$ cat src/rtl/eirq_pkg.sv
package eirq_pkg;

    localparam int NUM_LINES      = 28;
    localparam int NUM_PAIRS      = NUM_LINES / 2;
    localparam int NUM_GROUPS     = 4;
    localparam int REG_W          = 32;
    localparam int FIELD_W        = 3;
    localparam int NIBBLE_W       = 4;
    localparam int FIELDS_PER_REG = REG_W / NIBBLE_W;
    localparam int ADDR_W         = 2;

    typedef enum logic [2:0] {
        TRIG_LOW  = 3'd0,
        TRIG_HIGH = 3'd1,
        TRIG_FALL = 3'd2,
        TRIG_RISE = 3'd3,
        TRIG_BOTH = 3'd4
    } trig_e;

    typedef enum logic [ADDR_W-1:0] {
        ADDR_MASK = 2'd0,
        ADDR_PEND = 2'd1,
        ADDR_CFG0 = 2'd2,
        ADDR_CFG1 = 2'd3
    } reg_addr_e;

    typedef struct packed {
        logic             we;
        reg_addr_e        addr;
        logic [REG_W-1:0] wdata;
    } bus_req_t;

    // Map a 3-bit trigger code to its detection mode.
    function automatic trig_e decode_trig(input logic [FIELD_W-1:0] code);
        trig_e m;
        case (code[2:1])
            2'b00:   m = code[0] ? TRIG_HIGH : TRIG_LOW;
            2'b01:   m = TRIG_FALL;
            2'b10:   m = TRIG_RISE;
            default: m = TRIG_BOTH;
        endcase
        return m;
    endfunction

    // First line of group g: 4, 8, 8, 8 sizes.
    function automatic int group_lo(input int g);
        return (g == 0) ? 0 : 4 + 8 * (g - 1);
    endfunction

    function automatic int group_hi(input int g);
        return (g == 0) ? 3 : group_lo(g) + 7;
    endfunction

endpackage

$ cat src/rtl/eirq_sync.sv
module eirq_sync #(
    parameter int WIDTH  = 28,
    parameter int STAGES = 2
) (
    input  logic             clk,
    input  logic             rst,
    input  logic [WIDTH-1:0] d,
    output logic [WIDTH-1:0] q
);
    logic [WIDTH-1:0] stage_q [STAGES];

    always_ff @(posedge clk) begin
        if (rst) begin
            for (int s = 0; s < STAGES; s++) stage_q[s] <= '0;
        end else begin
            stage_q[0] <= d;
            for (int s = 1; s < STAGES; s++) stage_q[s] <= stage_q[s-1];
        end
    end

    assign q = stage_q[STAGES-1];
endmodule

$ cat src/rtl/eirq_detect.sv
module eirq_detect
    import eirq_pkg::*;
#(
    parameter int LINES = NUM_LINES
) (
    input  logic                     clk,
    input  logic                     rst,
    input  logic [LINES-1:0]         lvl,
    input  logic [LINES*FIELD_W-1:0] codes,
    output logic [LINES-1:0]         evt
);
    for (genvar i = 0; i < LINES; i++) begin : g_line
        logic  prev_q;
        logic  hit;
        trig_e mode;

        always_ff @(posedge clk) begin
            if (rst) prev_q <= 1'b0;
            else     prev_q <= lvl[i];
        end

        assign mode = decode_trig(codes[i*FIELD_W +: FIELD_W]);

        always_comb begin
            case (mode)
                TRIG_LOW:  hit = ~lvl[i];
                TRIG_HIGH: hit = lvl[i];
                TRIG_FALL: hit = prev_q & ~lvl[i];
                TRIG_RISE: hit = ~prev_q & lvl[i];
                TRIG_BOTH: hit = prev_q ^ lvl[i];
                default:   hit = 1'b0;
            endcase
        end

        assign evt[i] = hit;
    end
endmodule

$ cat src/rtl/eirq_regs.sv
module eirq_regs
    import eirq_pkg::*;
(
    input  logic                         clk,
    input  logic                         rst,
    input  bus_req_t                     req,
    input  logic [NUM_LINES-1:0]         evt,
    output logic [NUM_LINES-1:0]         mask_q,
    output logic [NUM_LINES-1:0]         pend_q,
    output logic [NUM_LINES*FIELD_W-1:0] line_codes,
    output logic [REG_W-1:0]             rdata
);
    localparam int CFG_REGS = 2;

    logic [FIELD_W-1:0]        field_q [NUM_PAIRS];
    logic [CFG_REGS*REG_W-1:0] cfg_rd;
    logic [NUM_LINES-1:0]      clr;
    logic                      unused_wbits;

    // Only the low line bits of wdata reach mask and pending.
    assign unused_wbits = ^req.wdata[REG_W-1:NUM_LINES];

    always_ff @(posedge clk) begin
        if (rst)                                 mask_q <= '1;
        else if (req.we && req.addr == ADDR_MASK) mask_q <= req.wdata[NUM_LINES-1:0];
    end

    assign clr = (req.we && req.addr == ADDR_PEND) ? req.wdata[NUM_LINES-1:0] : '0;

    always_ff @(posedge clk) begin
        if (rst) pend_q <= '0;
        else     pend_q <= (pend_q & ~clr) | evt;
    end

    for (genvar k = 0; k < NUM_PAIRS; k++) begin : g_field
        localparam int        REG_IDX = k / FIELDS_PER_REG;
        localparam int        LSB     = (k % FIELDS_PER_REG) * NIBBLE_W;
        localparam reg_addr_e MY_ADDR = (REG_IDX == 0) ? ADDR_CFG0 : ADDR_CFG1;

        always_ff @(posedge clk) begin
            if (rst)                               field_q[k] <= '0;
            else if (req.we && req.addr == MY_ADDR) field_q[k] <= req.wdata[LSB +: FIELD_W];
        end
    end

    for (genvar j = 0; j < NUM_LINES; j++) begin : g_code
        assign line_codes[j*FIELD_W +: FIELD_W] = field_q[j/2];
    end

    always_comb begin
        cfg_rd = '0;
        for (int k = 0; k < NUM_PAIRS; k++) begin
            cfg_rd[(k / FIELDS_PER_REG) * REG_W + (k % FIELDS_PER_REG) * NIBBLE_W +: FIELD_W] = field_q[k];
        end
    end

    always_comb begin
        rdata = '0;
        case (req.addr)
            ADDR_MASK: rdata[NUM_LINES-1:0] = mask_q;
            ADDR_PEND: rdata[NUM_LINES-1:0] = pend_q;
            ADDR_CFG0: rdata = cfg_rd[0 +: REG_W];
            ADDR_CFG1: rdata = cfg_rd[REG_W +: REG_W];
            default:   rdata = '0;
        endcase
    end
endmodule

$ cat src/rtl/ext_irq_ctrl.sv
module ext_irq_ctrl
    import eirq_pkg::*;
#(
    parameter int SYNC_STAGES = 2
) (
    input  logic                  clk,
    input  logic                  rst,
    input  logic [NUM_LINES-1:0]  ext_pins,
    input  logic                  bus_we,
    input  logic [ADDR_W-1:0]     bus_addr,
    input  logic [REG_W-1:0]      bus_wdata,
    output logic [REG_W-1:0]      bus_rdata,
    output logic [NUM_GROUPS-1:0] grp_irq
);
    bus_req_t                     req;
    logic [NUM_LINES-1:0]         pin_sync;
    logic [NUM_LINES-1:0]         line_evt;
    logic [NUM_LINES-1:0]         mask_q;
    logic [NUM_LINES-1:0]         pend_q;
    logic [NUM_LINES-1:0]         live;
    logic [NUM_LINES*FIELD_W-1:0] line_codes;

    assign req.we    = bus_we;
    assign req.addr  = reg_addr_e'(bus_addr);
    assign req.wdata = bus_wdata;

    eirq_sync #(.WIDTH(NUM_LINES), .STAGES(SYNC_STAGES)) u_sync (
        .clk (clk),
        .rst (rst),
        .d   (ext_pins),
        .q   (pin_sync)
    );

    eirq_detect #(.LINES(NUM_LINES)) u_detect (
        .clk   (clk),
        .rst   (rst),
        .lvl   (pin_sync),
        .codes (line_codes),
        .evt   (line_evt)
    );

    eirq_regs u_regs (
        .clk        (clk),
        .rst        (rst),
        .req        (req),
        .evt        (line_evt),
        .mask_q     (mask_q),
        .pend_q     (pend_q),
        .line_codes (line_codes),
        .rdata      (bus_rdata)
    );

    assign live = pend_q & ~mask_q;

    for (genvar g = 0; g < NUM_GROUPS; g++) begin : g_grp
        localparam int LO = group_lo(g);
        localparam int HI = group_hi(g);
        assign grp_irq[g] = |live[HI:LO];
    end
endmodule

$ cat config.mk
export PLATFORM = sky130hd
export DESIGN_NAME = ext_irq_ctrl
export DESIGN_NICKNAME = d
export VERILOG_FILES = /design/src/rtl/eirq_pkg.sv /design/src/rtl/eirq_sync.sv /design/src/rtl/eirq_detect.sv /design/src/rtl/eirq_regs.sv /design/src/rtl/ext_irq_ctrl.sv
export SDC_FILE = /design/constraint.sdc
export NUM_CORES = 1
export LEC_CHECK = 0
export ABC_AREA = 1
export BUFFER_PORTS_ARGS = -buffer_cell sky130_fd_sc_hd__buf_2
export CORE_MARGIN = 3
export CORE_UTILIZATION = 50
export CTS_CLUSTER_DIAMETER = 40
export DETAILED_ROUTE_END_ITERATION = 16
export PLACE_DENSITY = 0.77
export SLEW_MARGIN = 20
export SYNTH_ARGS = -nofsm -noshare
export SYNTH_HDL_FRONTEND = slang
export SYNTH_SLANG_ARGS = --single-unit
$ cat constraint.sdc
create_clock -name clk -period 8.9 [get_ports clk]
set_clock_uncertainty 0.05 [all_clocks]
set_input_delay 1.78 -clock clk [delete_from_list [all_inputs] [get_ports clk]]
set_output_delay 1.78 -clock clk [all_outputs]
set_load 0.005 [all_outputs]
==> out/results.tsv, run 1 <==
metric	value	unit
CTS buffer count	17	
Iter 0 DRT Violations	634	
vias	8246	
die area	0.0212	sq mm
top_reg_cell synth	dfxtp_1	
synth warn	0	
post-route ant nets	0	
hold path start	u_sync.stage_q[0][14]$_SDFF_PP0_	
#FFs+latches synth	182	
peak supply drop	118	uV
fin crit share	59.8	%
Critical Setup Path Class	input pin to output port	
Crit Reg-Reg Endpoint	u_regs.pend_q[22]$_SDFF_PP0_	
achievable clock frequency	188	MHz
total gr overflow	0	
status	complete, no violations	
Hold Vio Cnt, Final	0	
drt drc	0	
Synth top area share	28.8	%
EDFF count, synth	42	
Pre-Repair DR Iteration Count	5	
Initial Util	51.5	%
CTS tree	built	
# Max-Cap Violations	0	
Worst Setup End Kind	output port	
Seq/Total Area, Yosys	41.7	%
Setup TNS Final	0	ns
final worst slack	3.58	ns
Final Max Tran Viols	0	
core box area	0.0189	sq mm
DP Worst Slack	3.59	ns
library cells used by synthesis	29	
DR WL/cell	14.6	um
Buffers on Ports	98	
Mapped Area	0.00974	sq mm
flop2flop setup slack	7.17	ns
pwr dens	182	mW/mm^2
PostCTS Resize Cnt	0	
Synth async-reset ratio	0	%
worst hold endpoint	u_sync.stage_q[0][42]$_SDFF_PP0_	
worst min path class	flop to flop	
syn_nets	1438	
# diodes	0	
most frequent cell after synthesis	inv_1	
GRT Overall Usage	22.3	%
largest net degree at the start of global routing	57	
final setup vio count	0	
RSZ-0062 raised after global routing	false	
chip height	146	um
Total Power	2.00	mW
start of the worst register-to-register path	u_regs.field_q[1][11]$_SDFFCE_PN0P_	
Worst-Skew Late Latency	0.43	ns
Hold Buf Count CTS	0	
Worst R2R Path Depth	10	
detailed placement HPWL	16.8	mm
critical path required time	7.07	ns
Synth area leaders	dfxtp_1, ha_1, edfxtp_1, inv_1, nand2_1	
Syn Inst Count	1265	
area leader, netlist	dfxtp_1	
fin area	0.0110	sq mm
Pleak	5.62	nW
Setup Buffers After CTS	0	
CTS Buffer Depth	2	
Die Wd	146	um
post-placement cell area	0.0104	sq mm
Worst Hold Depth	2	
Via density	5.07	
slew margin rel.	35.8	%
H-Tree Depth	4	
Slew @ Worst Pin	0.962	ns
clock sink total	182	
number of global-route vias before repair	7857	
Final nets	1525	
Post-synth top cells	inv_1, nand2_1, nor2_1	
Area growth syn-to-layout	13.1	%
initial antenna violation count	0	
Rows	50	
Root Buffer	clkbuf_16	
Avg Inst Size Synth	7.70	sq um
WL final	23.7	mm
# IOs	101	
crit path launch type	input pin	
Final min period	5.32	ns
Worst EP arrival	3.49	ns
largest fanout on the critical path	25	
Reg clk slew, reported paths	0.07	ns
Final Wtd Congestion	0.867	
first-pass GRT wire length	38.6	mm
layout cell share with drive strength beyond 1	11.9	%
==> registers in the layout (all words and copies together), names as in the netlist <==
| name | count |
|---|---|
| u_regs.field_q | 42 |
| u_sync.stage_q | 56 |
| u_regs.pend_q | 28 |
| u_regs.mask_q | 28 |
| u_detect.g_line.prev_q | 28 |
==> layout by cell type (no fill, tap or decap), drive strengths merged <==
cell type,count
o211ai,26
ha,108
nand3,97
nand4,38
inv,268
o2111ai,16
o22ai,12
clkinvlp,1
dfxtp,140
conb,1
buf,102
clkinv,5
nor2,198
o21ai,42
a21oi,25
o221ai,2
bufinv,2
clkbuf,19
edfxtp,42
nand2,219
nor3,2
==> worst max path at each step <==
stage,start,to,slack (ns),cells past startpoint
finish,bus_addr[0],bus_rdata[12],3.58,6
global route,bus_addr[0],bus_rdata[12],3.49,6
CTS,bus_addr[0],bus_rdata[12],3.58,6
detailed placement,bus_addr[0],bus_rdata[12],3.59,6
global placement,bus_addr[0],bus_rdata[12],3.56,6
floorplan,bus_addr[0],bus_rdata[24],4.67,6
==> layout make-up <==
class | count | area, sq um
sequential | 182 | 4060
clock inverter | 13 | 146
timing repair buffer | 102 | 523
multi-input combinational | 786 | 4540
fill | 1757 | 7880
tap | 260 | 325
clock buffer | 19 | 433
inverter | 263 | 987
==> where the power goes <==
part / internal [mW] / switching [mW]
Sequential: 0.901 / 0.0422
Clock: 0.418 / 0.339
Combinational: 0.108 / 0.195
==> per-layer routing <==
metal,vias to the layer above,share of wire (%),wire [um],global-route usage [%]
met5,-,0,0,0
met1,3815,45,10700,29.8
met4,0,1.6,372,6.17
met3,33,5.5,1300,3.83
li1,4168,-,-,-
met2,230,48,11300,37.3
==> critical path, stage by stage <==
cell and delay, ns:
buf_2 0.14, inv_2 0.07, nor2_4 0.58, inv_2 0.36, o2111ai_1 0.37, buf_2 0.18
==> metrics by stage <==
| stage | cells | util (%) | hold slack (ns) |
|---|---|---|---|
| 6_report | 1625 | 58.3 | 0.350 |
| 5_1_grt | 1625 | 58.3 | 0.362 |
| 4_1_cts | 1625 | 58.3 | 0.352 |
| 3_5_place_dp | 1593 | 55.2 | 0.342 |
| 3_3_place_gp | 1593 | 55.2 | 0.340 |
| 2_1_floorplan | 1265 | - | 0.338 |
==> cells by family (layout without fill, tap and decap cells) <==
kind of cell,Yosys count,after routing,share of synthesized area (%)
compound gates,123,123,8.56
fa+ha+maj,108,108,13.9
buf+inv,297,397,11.8
flops,182,182,41.7
other cells,1,1,0.0385
simple gates,554,554,24.0
Note: power is estimated with default switching activity, not from simulation.
==> run 2, diff against run 1 <==
Settings changed: PLACE_DENSITY 0.77 to 0.8.
Clock period 8.9 ns to 4.39 ns, I/O delays scaled along.
==> run 2 against run 1 <==
Compared with the run above:
- total power increased by 98%
- first-iteration DRC count increased by 19%
- cell count increased by 0.12%
- final area decreased by 0.14%
- critical path depth unchanged
- sequential cell count unchanged
- sequential power increased by 100%
- largest cell class unchanged
==> out/results.tsv, run 2 (same netlist as run 1, synthesis figures left out) <==
metric	value	unit
status	complete, no violations	
Final min period	3.19	ns
fin crit share	72.6	%
detailed placement HPWL	16.9	mm
final non-filler cell total	1627	
peak supply drop	282	uV
Iter 0 DRT Violations	752	
Crit-path slowest cell	o2111ai_1	
pwr dens	361	mW/mm^2
DR WL/cell	14.5	um
Buffers on Ports	98	
largest net degree at the start of global routing	54	
placed cell count	1595	
largest fanout on the critical path	14	
# diodes	0	
start of the worst register-to-register path	u_regs.field_q[0][17]$_SDFFCE_PN0P_	
total gr overflow	0	
CTS buffer count	17	
post-route ant nets	0	
most frequent cells in the layout	inv_1, nand2_1, nor2_1	
number of global-route vias before repair	8010	
footprint of the multi-input gates	0.00454	sq mm
Area growth syn-to-layout	13.0	%
Largest regs	u_sync.stage_q (56), u_regs.field_q (42)	
core box area	0.0189	sq mm
Setup Buffers After CTS	0	
crit path cell chain	buf_2 > inv_2 > nor2_4 > inv_2 > o2111ai_1 > buf_2	
critical path required time	3.46	ns
Pre-Repair DR Iteration Count	7	
WL final	23.6	mm
delay of the slowest critical-path stage	0.36	ns
initial antenna violation count	0	
die area	0.0212	sq mm
first-pass GRT wire length	38.6	mm
# Max-Cap Violations	0	
Worst EP arrival	2.26	ns
RSZ-0062 raised after global routing	false	
layout cell share with drive strength beyond 1	12.1	%
max reg flops	56	
Final Wtd Congestion	0.884	
GRT Overall Usage	22.2	%
chip height	146	um
vias	8379	
Reg with most FFs	u_sync.stage_q	
# IOs	101	
Worst Hold Depth	2	
Reg clk slew, reported paths	0.07	ns
worst hold endpoint	u_sync.stage_q[0][31]$_SDFF_PP0_	
CTS Buffer Depth	2	
achievable clock frequency	314	MHz
Worst R2R Path Depth	10	
PostCTS Resize Cnt	0	
Rows	50	
Total Power	3.97	mW
Setup TNS Final	0	ns
clock sink total	182	
flop2flop setup slack	2.69	ns
Worst Setup End Kind	output port	
Die Wd	146	um
drt drc	0	
Hold Vio Cnt, Final	0	
total area of sequential cells	0.00406	sq mm
CTS tree	built	
worst min path class	flop to flop	
Pleak	5.60	nW
WP depth	6	
crit path launch type	input pin	
slew margin rel.	37.3	%
Worst-Skew Late Latency	0.44	ns
Initial Util	51.5	%
hold path start	u_sync.stage_q[0][3]$_SDFF_PP0_	
Critical Setup Path Class	input pin to output port	
Hold Buf Count CTS	0	
Root Buffer	clkbuf_16	
final setup vio count	0	
commonest non-fill, non-tap cell in the layout	inv_1	
Slew @ Worst Pin	0.940	ns
crit path buf inv count	4	
H-Tree Depth	4	
Final nets	1527	
Filler cells	1708	
crit path from	bus_addr[0]	
Via density	5.15	
crit-path leading delay family	buffers and inverters	
Crit Reg-Reg Endpoint	u_regs.pend_q[10]$_SDFF_PP0_	
Final Max Tran Viols	0	
[run 2: changes by cell type in the layout (fill, tap and decap cells not counted)]
cell / previous run / this run
buf_4: 5 / 7
bufinv_16: 2 / 0
clkbuf_1: 2 / 1
clkinv_4: 4 / 2
clkinvlp_4: 1 / 5
inv_4: 2 / 0
inv_8: 0 / 3
[run 2: tightest hold or removal path: cells and delay by family (launching register included)]
kind	cells	cell delay (ns)
buffers and inverters	1	0.04
flip-flops	1	0.30
AND/OR/NAND/NOR	1	0.03
[run 2: worst max path at each step]
stage,end,slack [ns]
6_report,bus_rdata[12],1.20
5_1_grt,bus_rdata[12],1.13
4_1_cts,bus_rdata[12],1.23
3_5_place_dp,bus_rdata[12],1.24
3_3_place_gp,bus_rdata[21],1.25
2_1_floorplan,u_regs.field_q[0][0]$_SDFFCE_PN0P_,1.10
[run 2: per-layer routing]
metal  GRT usage, %  share of wire [%]
met5              0                  0
met4           7.79                2.3
met3           4.61                6.3
met2           36.5                 46
met1           29.2                 45
[run 2: stage by stage]
| stage | utilization [%] | setup slack [ns] | cell area, sq um | hold slack [ns] |
|---|---|---|---|---|
| after floorplan | - | 1.10 | 9740 | 0.338 |
| after global placement | 55.3 | 1.25 | 10500 | 0.340 |
| after detailed placement | 55.3 | 1.24 | 10500 | 0.342 |
| after CTS | 58.2 | 1.23 | 11000 | 0.352 |
| after global routing | 58.2 | 1.13 | 11000 | 0.370 |
| final | 58.2 | 1.20 | 11000 | 0.351 |
[run 2: final cells by class]
| class | count | area share (%) |
|---|---|---|
| well taps | 260 | 2.96 |
| clock buffers | 18 | 3.90 |
| inverters | 263 | 8.97 |
| multi-input cells | 786 | 41.2 |
| clock inverters | 14 | 1.09 |
| repair buffers | 104 | 4.89 |
| flip-flops and latches | 182 | 36.9 |
[run 2: report_power, final]
part	switching (mW)	total [mW]	internal, mW
Combinational	0.397	0.617	0.219
Sequential	0.0862	1.91	1.83
Clock	0.702	1.44	0.741
Total	1.18	3.97	2.79
